### config.mk
export PLATFORM = sky130hd
export DESIGN_NAME = rxs_top
export DESIGN_NICKNAME = d
export VERILOG_FILES = /design/src/rtl/rxs_pkg.sv /design/src/rtl/rxs_async_deser.sv /design/src/rtl/rxs_sync_deser.sv /design/src/rtl/rxs_store.sv /design/src/rtl/rxs_idle_timer.sv /design/src/rtl/rxs_top.sv
export SDC_FILE = /design/constraint.sdc
export NUM_CORES = 1
export LEC_CHECK = 0
export BUFFER_PORTS_ARGS = -buffer_cell sky130_fd_sc_hd__clkbuf_2
export CAP_MARGIN = 25
export CORE_MARGIN = 2
export CORE_UTILIZATION = 55
export CTS_CLUSTER_DIAMETER = 150
export DETAILED_ROUTE_END_ITERATION = 12
export PLACE_DENSITY_LB_ADDON = 0.05
export SYNTH_ARGS = -nofsm -noshare
export SYNTH_HDL_FRONTEND = slang
export SYNTH_HIERARCHICAL = 1
export SYNTH_SLANG_ARGS = --single-unit
### constraint.sdc
create_clock -name clk -period 3.2 [get_ports clk]
set_input_delay 0.32 -clock clk [delete_from_list [all_inputs] [get_ports clk]]
set_output_delay 0.32 -clock clk [all_outputs]
set_load 0.05 [all_outputs]
### src/rtl/rxs_pkg.sv
package rxs_pkg;

  typedef struct packed {
    logic       vld;
    logic [7:0] data;
    logic       ferr;
  } rx_byte_t;

  typedef enum logic [2:0] {
    AS_IDLE,
    AS_START,
    AS_DATA,
    AS_STOP,
    AS_WAIT_HI
  } async_st_e;

endpackage

### src/rtl/rxs_async_deser.sv
module rxs_async_deser
  import rxs_pkg::*;
#(
  parameter int OVS = 16
) (
  input  logic     clk,
  input  logic     rst,
  input  logic     en,
  input  logic     tick,
  input  logic     rxd,
  input  logic     seven,
  input  logic     lsb_first,
  output rx_byte_t byte_o
);

  localparam int TW = $clog2(OVS);
  localparam logic [TW-1:0] MID  = TW'(OVS / 2 - 1);
  localparam logic [TW-1:0] LAST = TW'(OVS - 1);

  logic            rxd_s1, rxd_s2;
  async_st_e       state;
  logic [TW-1:0]   tcnt;
  logic [3:0]      bcnt;
  logic [7:0]      sh;
  logic [3:0]      last_bit;

  assign last_bit = seven ? 4'd6 : 4'd7;

  always_ff @(posedge clk) begin
    if (rst) begin
      rxd_s1 <= 1'b1;
      rxd_s2 <= 1'b1;
    end else begin
      rxd_s1 <= rxd;
      rxd_s2 <= rxd_s1;
    end
  end

  always_ff @(posedge clk) begin
    byte_o.vld <= 1'b0;
    if (rst || !en) begin
      state       <= AS_IDLE;
      tcnt        <= '0;
      bcnt        <= '0;
      sh          <= '0;
      byte_o.data <= '0;
      byte_o.ferr <= 1'b0;
    end else if (tick) begin
      case (state)
        AS_IDLE: begin
          if (!rxd_s2) begin
            state <= AS_START;
            tcnt  <= '0;
          end
        end
        AS_START: begin
          if (tcnt == MID) begin
            tcnt <= '0;
            bcnt <= '0;
            sh   <= '0;
            state <= rxd_s2 ? AS_IDLE : AS_DATA;
          end else begin
            tcnt <= tcnt + 1'b1;
          end
        end
        AS_DATA: begin
          if (tcnt == LAST) begin
            tcnt <= '0;
            sh   <= lsb_first ? {rxd_s2, sh[7:1]} : {sh[6:0], rxd_s2};
            bcnt <= bcnt + 1'b1;
            if (bcnt == last_bit) state <= AS_STOP;
          end else begin
            tcnt <= tcnt + 1'b1;
          end
        end
        AS_STOP: begin
          if (tcnt == LAST) begin
            tcnt        <= '0;
            byte_o.vld  <= 1'b1;
            byte_o.data <= (lsb_first && seven) ? {1'b0, sh[7:1]} : sh;
            byte_o.ferr <= !rxd_s2;
            state       <= rxd_s2 ? AS_IDLE : AS_WAIT_HI;
          end else begin
            tcnt <= tcnt + 1'b1;
          end
        end
        AS_WAIT_HI: begin
          if (rxd_s2) state <= AS_IDLE;
        end
        default: state <= AS_IDLE;
      endcase
    end
  end

  AST_BYTE_FROM_STOP: assert property (@(posedge clk) disable iff (rst)
    byte_o.vld |-> $past(state) == AS_STOP) else $error("byte emitted outside stop bit");
  AST_BCNT_RANGE: assert property (@(posedge clk) disable iff (rst)
    bcnt <= 4'd8) else $error("data bit counter out of range");

endmodule

### src/rtl/rxs_sync_deser.sv
module rxs_sync_deser
  import rxs_pkg::*;
(
  input  logic     clk,
  input  logic     rst,
  input  logic     en,
  input  logic     sclk,
  input  logic     sclk_inv,
  input  logic     sd,
  input  logic     lsb_first,
  output rx_byte_t byte_o
);

  logic       sclk_s1, sclk_s2, sd_s1, sd_s2;
  logic       e_q, edge_w;
  logic [2:0] bcnt;
  logic [7:0] sh, sh_next;

  always_ff @(posedge clk) begin
    if (rst) begin
      sclk_s1 <= 1'b0;
      sclk_s2 <= 1'b0;
      sd_s1   <= 1'b1;
      sd_s2   <= 1'b1;
      e_q     <= 1'b0;
    end else begin
      sclk_s1 <= sclk;
      sclk_s2 <= sclk_s1;
      sd_s1   <= sd;
      sd_s2   <= sd_s1;
      e_q     <= sclk_s2 ^ sclk_inv;
    end
  end

  assign edge_w  = (sclk_s2 ^ sclk_inv) && !e_q;
  assign sh_next = lsb_first ? {sd_s2, sh[7:1]} : {sh[6:0], sd_s2};

  always_ff @(posedge clk) begin
    byte_o.vld  <= 1'b0;
    byte_o.ferr <= 1'b0;
    if (rst || !en) begin
      bcnt        <= '0;
      sh          <= '0;
      byte_o.data <= '0;
    end else if (edge_w) begin
      sh   <= sh_next;
      bcnt <= bcnt + 1'b1;
      if (bcnt == 3'd7) begin
        byte_o.vld  <= 1'b1;
        byte_o.data <= sh_next;
      end
    end
  end

  AST_SYNC_ON_EDGE: assert property (@(posedge clk) disable iff (rst)
    byte_o.vld |-> $past(edge_w)) else $error("sync byte without clock edge");

endmodule

### src/rtl/rxs_store.sv
module rxs_store #(
  parameter int DEPTH = 16,
  parameter int AW    = $clog2(DEPTH)
) (
  input  logic          clk,
  input  logic          rst,
  input  logic          fifo_en,
  input  logic          push,
  input  logic [7:0]    push_data,
  input  logic          pop,
  input  logic [AW-1:0] peek_idx,
  output logic [7:0]    head_q,
  output logic [7:0]    peek_q,
  output logic [AW:0]   count,
  output logic [AW-1:0] wr_ptr,
  output logic [AW-1:0] rd_ptr,
  output logic          full,
  output logic          accept
);

  localparam logic [AW:0]   CNT_MAX = (AW+1)'(DEPTH);
  localparam logic [AW-1:0] PTR_MAX = AW'(DEPTH - 1);

  logic [7:0] mem [DEPTH];
  logic       pop_ok;

  assign full   = fifo_en ? (count == CNT_MAX) : (count != '0);
  assign accept = push && !full;
  assign pop_ok = pop && (count != '0);

  always_ff @(posedge clk) begin
    if (accept) mem[wr_ptr] <= push_data;
    head_q <= mem[rd_ptr];
    peek_q <= mem[peek_idx];
  end

  always_ff @(posedge clk) begin
    if (rst) begin
      wr_ptr <= '0;
      rd_ptr <= '0;
      count  <= '0;
    end else begin
      if (accept) wr_ptr <= (wr_ptr == PTR_MAX) ? '0 : wr_ptr + 1'b1;
      if (pop_ok) rd_ptr <= (rd_ptr == PTR_MAX) ? '0 : rd_ptr + 1'b1;
      case ({accept, pop_ok})
        2'b10:   count <= count + 1'b1;
        2'b01:   count <= count - 1'b1;
        default: count <= count;
      endcase
    end
  end

  AST_CNT_BOUND: assert property (@(posedge clk) disable iff (rst)
    count <= CNT_MAX) else $error("fill count above depth");
  AST_DROP_KEEPS_PTR: assert property (@(posedge clk) disable iff (rst)
    (push && full && !pop) |=> $stable(wr_ptr) && $stable(count)) else $error("write while full");
  AST_PTR_GAP: assert property (@(posedge clk) disable iff (rst)
    AW'(wr_ptr - rd_ptr) == count[AW-1:0]) else $error("pointer gap disagrees with count");

endmodule

### src/rtl/rxs_idle_timer.sv
module rxs_idle_timer #(
  parameter int LIMIT = 640,
  parameter int TCW   = $clog2(LIMIT + 1)
) (
  input  logic clk,
  input  logic rst,
  input  logic tick,
  input  logic restart,
  input  logic fifo_en,
  input  logic nonempty,
  input  logic full,
  output logic tmo_flag
);

  localparam logic [TCW-1:0] LIM = TCW'(LIMIT);

  logic [TCW-1:0] cnt;

  always_ff @(posedge clk) begin
    if (rst || restart) cnt <= '0;
    else if (tick && cnt != LIM) cnt <= cnt + 1'b1;
  end

  always_ff @(posedge clk) begin
    if (rst || !nonempty) tmo_flag <= 1'b0;
    else if (fifo_en && !full && cnt == LIM) tmo_flag <= 1'b1;
  end

  AST_TMO_CLEAR_EMPTY: assert property (@(posedge clk) disable iff (rst)
    !nonempty |=> !tmo_flag) else $error("timeout flag with empty queue");
  AST_TMO_WAITS: assert property (@(posedge clk) disable iff (rst)
    $rose(tmo_flag) |-> $past(cnt) == LIM) else $error("timeout before idle limit");

endmodule

### src/rtl/rxs_top.sv
module rxs_top
  import rxs_pkg::*;
#(
  parameter int DEPTH      = 16,
  parameter int OVS        = 16,
  parameter int FRAME_BITS = 10,
  parameter int TMO_BYTES  = 4,
  parameter int AW         = $clog2(DEPTH)
) (
  input  logic          clk,
  input  logic          rst,
  input  logic          tick_i,
  input  logic          rxd_i,
  input  logic          sclk_i,
  input  logic          cfg_sync_i,
  input  logic          cfg_seven_i,
  input  logic          cfg_lsb_first_i,
  input  logic          cfg_sclk_inv_i,
  input  logic          cfg_fifo_en_i,
  input  logic          irq_full_en_i,
  input  logic          irq_tmo_en_i,
  input  logic          data_rd_i,
  input  logic          stat_rd_i,
  input  logic [AW-1:0] peek_idx_i,
  output logic [7:0]    rd_data_o,
  output logic [7:0]    peek_data_o,
  output logic [AW:0]   fill_o,
  output logic [AW-1:0] wr_ptr_o,
  output logic [AW-1:0] rd_ptr_o,
  output logic          frame_err_o,
  output logic          overrun_o,
  output logic          irq_full_o,
  output logic          irq_tmo_o
);

  localparam int TMO_LIMIT = OVS * FRAME_BITS * TMO_BYTES;

  rx_byte_t a_byte, s_byte, in_byte;
  logic     st_full, st_accept, tmo_flag;

  rxs_async_deser #(.OVS(OVS)) u_async (
    .clk       (clk),
    .rst       (rst),
    .en        (!cfg_sync_i),
    .tick      (tick_i),
    .rxd       (rxd_i),
    .seven     (cfg_seven_i),
    .lsb_first (cfg_lsb_first_i),
    .byte_o    (a_byte)
  );

  rxs_sync_deser u_sync (
    .clk       (clk),
    .rst       (rst),
    .en        (cfg_sync_i),
    .sclk      (sclk_i),
    .sclk_inv  (cfg_sclk_inv_i),
    .sd        (rxd_i),
    .lsb_first (cfg_lsb_first_i),
    .byte_o    (s_byte)
  );

  assign in_byte = cfg_sync_i ? s_byte : a_byte;

  rxs_store #(.DEPTH(DEPTH), .AW(AW)) u_store (
    .clk       (clk),
    .rst       (rst),
    .fifo_en   (cfg_fifo_en_i),
    .push      (in_byte.vld),
    .push_data (in_byte.data),
    .pop       (data_rd_i),
    .peek_idx  (peek_idx_i),
    .head_q    (rd_data_o),
    .peek_q    (peek_data_o),
    .count     (fill_o),
    .wr_ptr    (wr_ptr_o),
    .rd_ptr    (rd_ptr_o),
    .full      (st_full),
    .accept    (st_accept)
  );

  rxs_idle_timer #(.LIMIT(TMO_LIMIT)) u_timer (
    .clk      (clk),
    .rst      (rst),
    .tick     (tick_i),
    .restart  (st_accept),
    .fifo_en  (cfg_fifo_en_i),
    .nonempty (fill_o != '0),
    .full     (st_full),
    .tmo_flag (tmo_flag)
  );

  always_ff @(posedge clk) begin
    if (rst) begin
      overrun_o   <= 1'b0;
      frame_err_o <= 1'b0;
      irq_full_o  <= 1'b0;
      irq_tmo_o   <= 1'b0;
    end else begin
      if (in_byte.vld && st_full) overrun_o <= 1'b1;
      else if (stat_rd_i)         overrun_o <= 1'b0;
      if (in_byte.vld && in_byte.ferr) frame_err_o <= 1'b1;
      else if (stat_rd_i)              frame_err_o <= 1'b0;
      irq_full_o <= irq_full_en_i && st_full;
      irq_tmo_o  <= irq_tmo_en_i && tmo_flag;
    end
  end

  AST_FULL_MASK: assert property (@(posedge clk) disable iff (rst)
    !irq_full_en_i |=> !irq_full_o) else $error("full irq while disabled");
  AST_TMO_MASK: assert property (@(posedge clk) disable iff (rst)
    !irq_tmo_en_i |=> !irq_tmo_o) else $error("timeout irq while disabled");
  AST_OVR_STICKY: assert property (@(posedge clk) disable iff (rst)
    (overrun_o && !stat_rd_i) |=> overrun_o) else $error("overrun dropped without status read");

endmodule

==> impl_metrics.json, run 1 <==
{
  "ys.flop_type": "edfxtp_1",
  "worstMarginPinSlew_ps": 960,
  "outcome": "finished clean",
  "final_cells": 1082,
  "die_h_um": 142,
  "finalSetupTns_ps": 0,
  "layout_commonest_cell": "edfxtp_1",
  "cts_tree": "built",
  "finalSetupViolations": 0,
  "post-dp-hpwl_um": 15800,
  "design.die.area_um2": 20200,
  "dp_cells": 1033,
  "crit_fanout": 7,
  "gp_congestion": 0.908,
  "syn_area_per_cell_um2": 13.4,
  "h-tree-depth": 1,
  "start_util_pct": 56.2,
  "synth-edff-count": 128,
  "yosys.area.top_type": "edfxtp_1",
  "cp-end-kind": "register",
  "utilization_pct": 63.0,
  "hold_path_startpoint": "sclk_i",
  "viasPerCell": 6.23,
  "max_slew_margin_pct": 35.9,
  "postCtsSetupBuffers": 0,
  "layout_common_cells": "edfxtp_1 (128), dfxtp_1 (96), mux4_2 (64)",
  "ys_seq_area_share_pct": 55.6,
  "drcViolationCount": 0,
  "cts_sinks": 228,
  "whs_path_depth": 2,
  "crit_arrival_ps": 3480,
  "async_reset_ff_share_pct": 0,
  "required_ps": 3600,
  "hold_path_end": "u_sync/sclk_s1",
  "clock.fmax_mhz": 326,
  "power_mw": 6.10,
  "drtIter0Drc": 503,
  "hold_path.class": "in2reg",
  "grtUsageTotal_pct": 23.3,
  "clockRootBuffer": "clkbuf_16",
  "finalClockSkew_ps": 17.0,
  "post-route-period-util_pct": 96.0,
  "antenna_found_initial": 0,
  "grt_pass1_wl_um": 36700,
  "rows": 50,
  "r2r_slack_ps": 130,
  "power_density_nw_per_um2": 517,
  "ant_nets": 0,
  "core_area_um2": 18700,
  "wl_met2_um": 11800,
  "die_w_um": 142,
  "path_class": "reg2reg",
  "synth_seq_cells": 228,
  "yosysWarnings": 6,
  "ys_top_cells_by_area": "edfxtp_1 (37%), dfxtp_1 (19%), mux4_2 (14%), mux2i_1 (3.0%), mux2_2 (1.9%)",
  "grt_max_degree": 35,
  "synth_top_area_share_pct": 36.6,
  "cts_buffer_depth": 3,
  "numCtsBuffers": 26,
  "worstReg2RegStart": "u_store/count[0]",
  "wl_per_cell_um": 21.5,
  "drv_cap": 0,
  "nets": 860,
  "period_minus_slack_ps": 3070,
  "synth.distinct_cells": 67,
  "wl_met3_um": 1360,
  "m1WireLength_um": 9530,
  "highest_layer": "met4",
  "final-max-slew-violation-count": 0,
  "ir_drop_uv": 412,
  "layout-drive-gt1-share_pct": 25.7,
  "worstSetupStartpointType": "register",
  "rr_worst_depth": 10,
  "syn_inst": 783,
  "p_leak_nw": 4.17,
  "pin_count": 51,
  "dr.pass1.iters": 5,
  "r2r_end": "u_store/count[4]",
  "grt_overflow": 0,
  "hold_violations": 0,
  "insertion_delay_ps": 530,
  "grt_pass1_vias": 6674,
  "io_buffers": 50,
  "cts.clk_slew.worst_paths_ps": 60,
  "num_vias": 6741,
  "synth_nets": 815,
  "routed_wl_um": 23200,
  "netlist_area_um2": 10500,
  "syn2layout_area_growth_pct": 12.2,
  "antenna_cells": 0,
  "rsz0062_at_grt": "false"
}
## per-stage QoR
| step | cell area, um^2 | hold WS [ps] | worst slack (ps) |
|---|---|---|---|
| after floorplan | 10500 | 389 | 9.70 |
| after global placement | 10900 | 400 | 328 |
| after detailed placement | 10900 | 393 | 147 |
| after CTS | 11800 | 12.6 | 129 |
| after global routing | 11800 | 37.6 | 16.5 |
| final | 11800 | 22.5 | 129 |
## worst max path at each step
| stage | startpoint | end | cells after the start |
|---|---|---|---|
| after CTS | u_store/count[0] | u_store/count[4] | 10 |
| after global routing | u_store/count[0] | u_store/count[4] | 10 |
| after detailed placement | u_store/count[0] | u_store/count[4] | 10 |
| final | u_store/count[0] | u_store/count[4] | 10 |
| after global placement | u_store/count[1] | u_store/count[4] | 10 |
| after floorplan | u_store/count[1] | u_store/count[4] | 14 |
## kinds of logic (layout without fill, tap and decap cells)
group | count (synthesis) | count (layout) | synth area share [%]
flops | 228 | 228 | 55.6
simple gates | 211 | 211 | 10.5
compound gates | 134 | 134 | 8.84
mux | 115 | 115 | 19.0
buf+inv | 67 | 132 | 3.26
fa+ha+maj | 14 | 14 | 1.67
xor+xnor | 13 | 13 | 1.08
other cells | 1 | 1 | 0.0357
## Yosys cell counts (all sizes together), types with 2 or more instances
cell type,n
nor4b,5
buf,34
nor3,9
nand3,16
or2,6
a31oi,6
clkbuf,22
or4,3
nand4b,2
o21ai,22
o21a,2
nor4,3
a21oi,26
xnor2,6
or3b,3
nor2,55
or3,7
ha,14
mux2i,32
nand2b,6
a311oi,9
nor2b,19
dfxtp,100
a211oi,19
or4b,3
nand4,4
nand3b,5
mux4,64
inv,11
xor2,7
o31ai,3
nor3b,4
a21o,3
a41oi,4
o211ai,14
edfxtp,128
o31a,4
a22oi,17
nand2,57
mux2,19
and3,3
## per-layer routing
layer	up-vias	track usage, %
met4	0	6.42
met5	-	0
met3	42	4.44
met1	3373	29.8
met2	212	40.8
li1	3114	-
## power by group
part           leakage (nW)  switching, mW  total (mW)  internal [mW]
logic                  1.64          0.132       0.212         0.0802
registers              2.13         0.0194        3.10           3.08
clock network         0.396           1.11        2.79           1.67
## layout make-up
type | count | area, um^2
timing repair buffer | 73 | 450
tap | 234 | 293
inverter | 11 | 41.3
sequential | 228 | 5860
fill | 1382 | 6920
multi-input combinational | 488 | 4330
clock inverter | 2 | 21.3
clock buffer | 46 | 797
## worst max-delay path, stage by stage, from the launching register on
cell	delay, ps
dfxtp_2	360
or4_4	600
mux2i_4	210
inv_1	90
ha_2	270
xor2_1	230
ha_1	250
nor2b_1	220
a31oi_1	120
o32ai_2	250
mux2_2	360
## flip-flops by register name, indices dropped and copies added, names as in the netlist, 5 cells and up
| register | flops |
|---|---|
| u_async/sh | 8 |
| u_sync/byte_o | 9 |
| u_store/peek_q | 8 |
| u_store/head_q | 8 |
| u_sync/sh | 8 |
| u_timer/cnt | 10 |
| u_store/count | 5 |
| u_async/byte_o | 10 |
| u_store/mem | 128 |
## repair_timing
action / in CTS / in global routing
setup endpoints to repair: 0 / 1
hold buffers: 1 / 0
endpoints found under the hold margin: 2 / 0
gates resized for setup: 0 / 2
Note: power is estimated with default switching activity, not from simulation.
==> run 2, diff against run 1 <==
- CELL_PAD_IN_SITES_DETAIL_PLACEMENT: default -> 1
- CELL_PAD_IN_SITES_GLOBAL_PLACEMENT: default -> 1
- CORE_UTILIZATION: 55 -> 46
==> run 2 against run 1 <==
Clock skew decreased by 4.6 ps. Register-to-register slack improved by 70 ps. Clock power decreased by 2%. Hold slack about the same. Via count increased by 1.1%. Core utilization decreased by 10 points. Critical endpoint unchanged. Highest routed layer unchanged.
==> impl_metrics.json, run 2 (synthesis results as in run 1) <==
{
  "drcViolationCount": 0,
  "die_w_um": 155,
  "reg.largest.list": "u_store/mem (128), u_async/byte_o (10), u_timer/cnt (10)",
  "required_ps": 3610,
  "setup_slack_ps": 197,
  "num_vias": 6816,
  "final-max-slew-violation-count": 0,
  "period_minus_slack_ps": 3000,
  "worstSetupStartpointType": "register",
  "cts_tree": "built",
  "finalSetupTns_ps": 0,
  "die_h_um": 155,
  "antenna_cells": 0,
  "dp_cells": 1090,
  "gp_congestion": 0.768,
  "finalClockSkew_ps": 12.4,
  "layout_commonest_cell": "edfxtp_1",
  "viasPerCell": 6.00,
  "pin_count": 51,
  "fill_cells": 2262,
  "rows": 55,
  "antenna_found_initial": 0,
  "syn2layout_area_growth_pct": 12.7,
  "wl_per_cell_um": 23.6,
  "power_density_nw_per_um2": 511,
  "grtUsageTotal_pct": 22.8,
  "grt_overflow": 0,
  "ant_nets": 0,
  "largest_reg_flops": 128,
  "core_area_um2": 22500,
  "nets": 865,
  "drv_cap": 0,
  "crit_fanout": 7,
  "crit_arrival_ps": 3410,
  "max_slew_margin_pct": 42.2,
  "path_class": "reg2reg",
  "finalSetupViolations": 0,
  "layout-drive-gt1-share_pct": 26.0,
  "p_leak_nw": 4.17,
  "worstMarginPinSlew_ps": 865,
  "hold_path.class": "in2reg",
  "post-dp-hpwl_um": 18000,
  "layout_common_cells": "edfxtp_1 (128), dfxtp_1 (96), mux4_2 (64)",
  "insertion_delay_ps": 520,
  "ir_drop_uv": 459,
  "io_buffers": 50,
  "dr.pass1.iters": 4,
  "cts_buffer_depth": 3,
  "post-route-period-util_pct": 93.9,
  "holdBufCountCts": 0,
  "clock.fmax_mhz": 333,
  "final_cells": 1136,
  "grt_max_degree": 35,
  "hold_violations": 0,
  "cts_sinks": 228,
  "outcome": "finished clean",
  "rsz0062_at_grt": "false",
  "numCtsBuffers": 25,
  "routed_wl_um": 26800,
  "grt_pass1_wl_um": 42600,
  "design.die.area_um2": 24100,
  "place_ws_ps": 86.4,
  "clockRootBuffer": "clkbuf_16",
  "start_util_pct": 46.7,
  "top_register": "u_store/mem",
  "drtIter0Drc": 410,
  "cp-end-kind": "register",
  "cts.clk_slew.worst_paths_ps": 60,
  "h-tree-depth": 1,
  "grt_pass1_vias": 7379
}
[run 2: area by class of cell]
cell class | instances | area, um^2 | share of cell area (%)
Clock buffer | 37 | 671 | 5.66
Clock inverter | 8 | 92.6 | 0.782
Inverter | 11 | 41.3 | 0.349
Multi-Input combinational cell | 488 | 4340 | 36.6
Sequential cell | 228 | 5860 | 49.4
Tap cell | 285 | 357 | 3.01
Timing Repair Buffer | 79 | 488 | 4.12
[run 2: per-stage QoR]
| stage | cell area [um^2] | total power [mW] | hold slack [ps] | utilization, % |
|---|---|---|---|---|
| final | 11800 | 6.06 | 22.8 | 52.6 |
| after global routing | 11800 | 6.26 | 17.3 | 52.6 |
| after CTS | 11800 | 6.12 | 2.01 | 52.4 |
| after detailed placement | 11000 | 3.38 | 399 | 49.0 |
| after global placement | 11000 | 3.37 | 397 | 49.0 |
| after floorplan | 10500 | 3.31 | 389 | - |
[run 2: repair_timing]
action	in CTS	in global routing
setup buffers	0	0
resized for setup	0	3
setup endpoints to repair	0	1
[run 2: routing by layer]
metal / GRT usage (%) / wire [um]
met1: 30.2 / 11300
met2: 38.5 / 13000
met3: 3.93 / 1520
met4: 7.58 / 954
met5: 0 / 0
[run 2: report_power, final]
group | total, mW | switching [mW] | internal [mW] | leakage, nW
Sequential | 3.10 | 0.0211 | 3.08 | 2.13
Clock | 2.74 | 1.13 | 1.61 | 0.363
Combinational | 0.218 | 0.139 | 0.0793 | 1.68
Total | 6.06 | 1.29 | 4.76 | 4.17
[run 2: critical path: stages, from the launching register on]
cell,delay [ps]
dfxtp_2,360
or4_4,600
mux2i_4,210
inv_1,130
ha_4,210
xor2_1,200
ha_1,230
nor2b_1,220
a31oi_1,150
o32ai_2,230
mux2_2,360
[run 2: worst paths after layout]
check / from / endpoint / slack, ps / cells past startpoint
setup / recovery: u_store/count[0] / u_store/count[4] / 200 / 10
hold / removal: rxd_i / u_sync/sd_s1 / 20 / 2
setup reg to reg: u_store/count[0] / u_store/count[4] / 200 / 10
hold reg to reg: u_async/rxd_s1 / u_async/rxd_s2 / 400 / 1
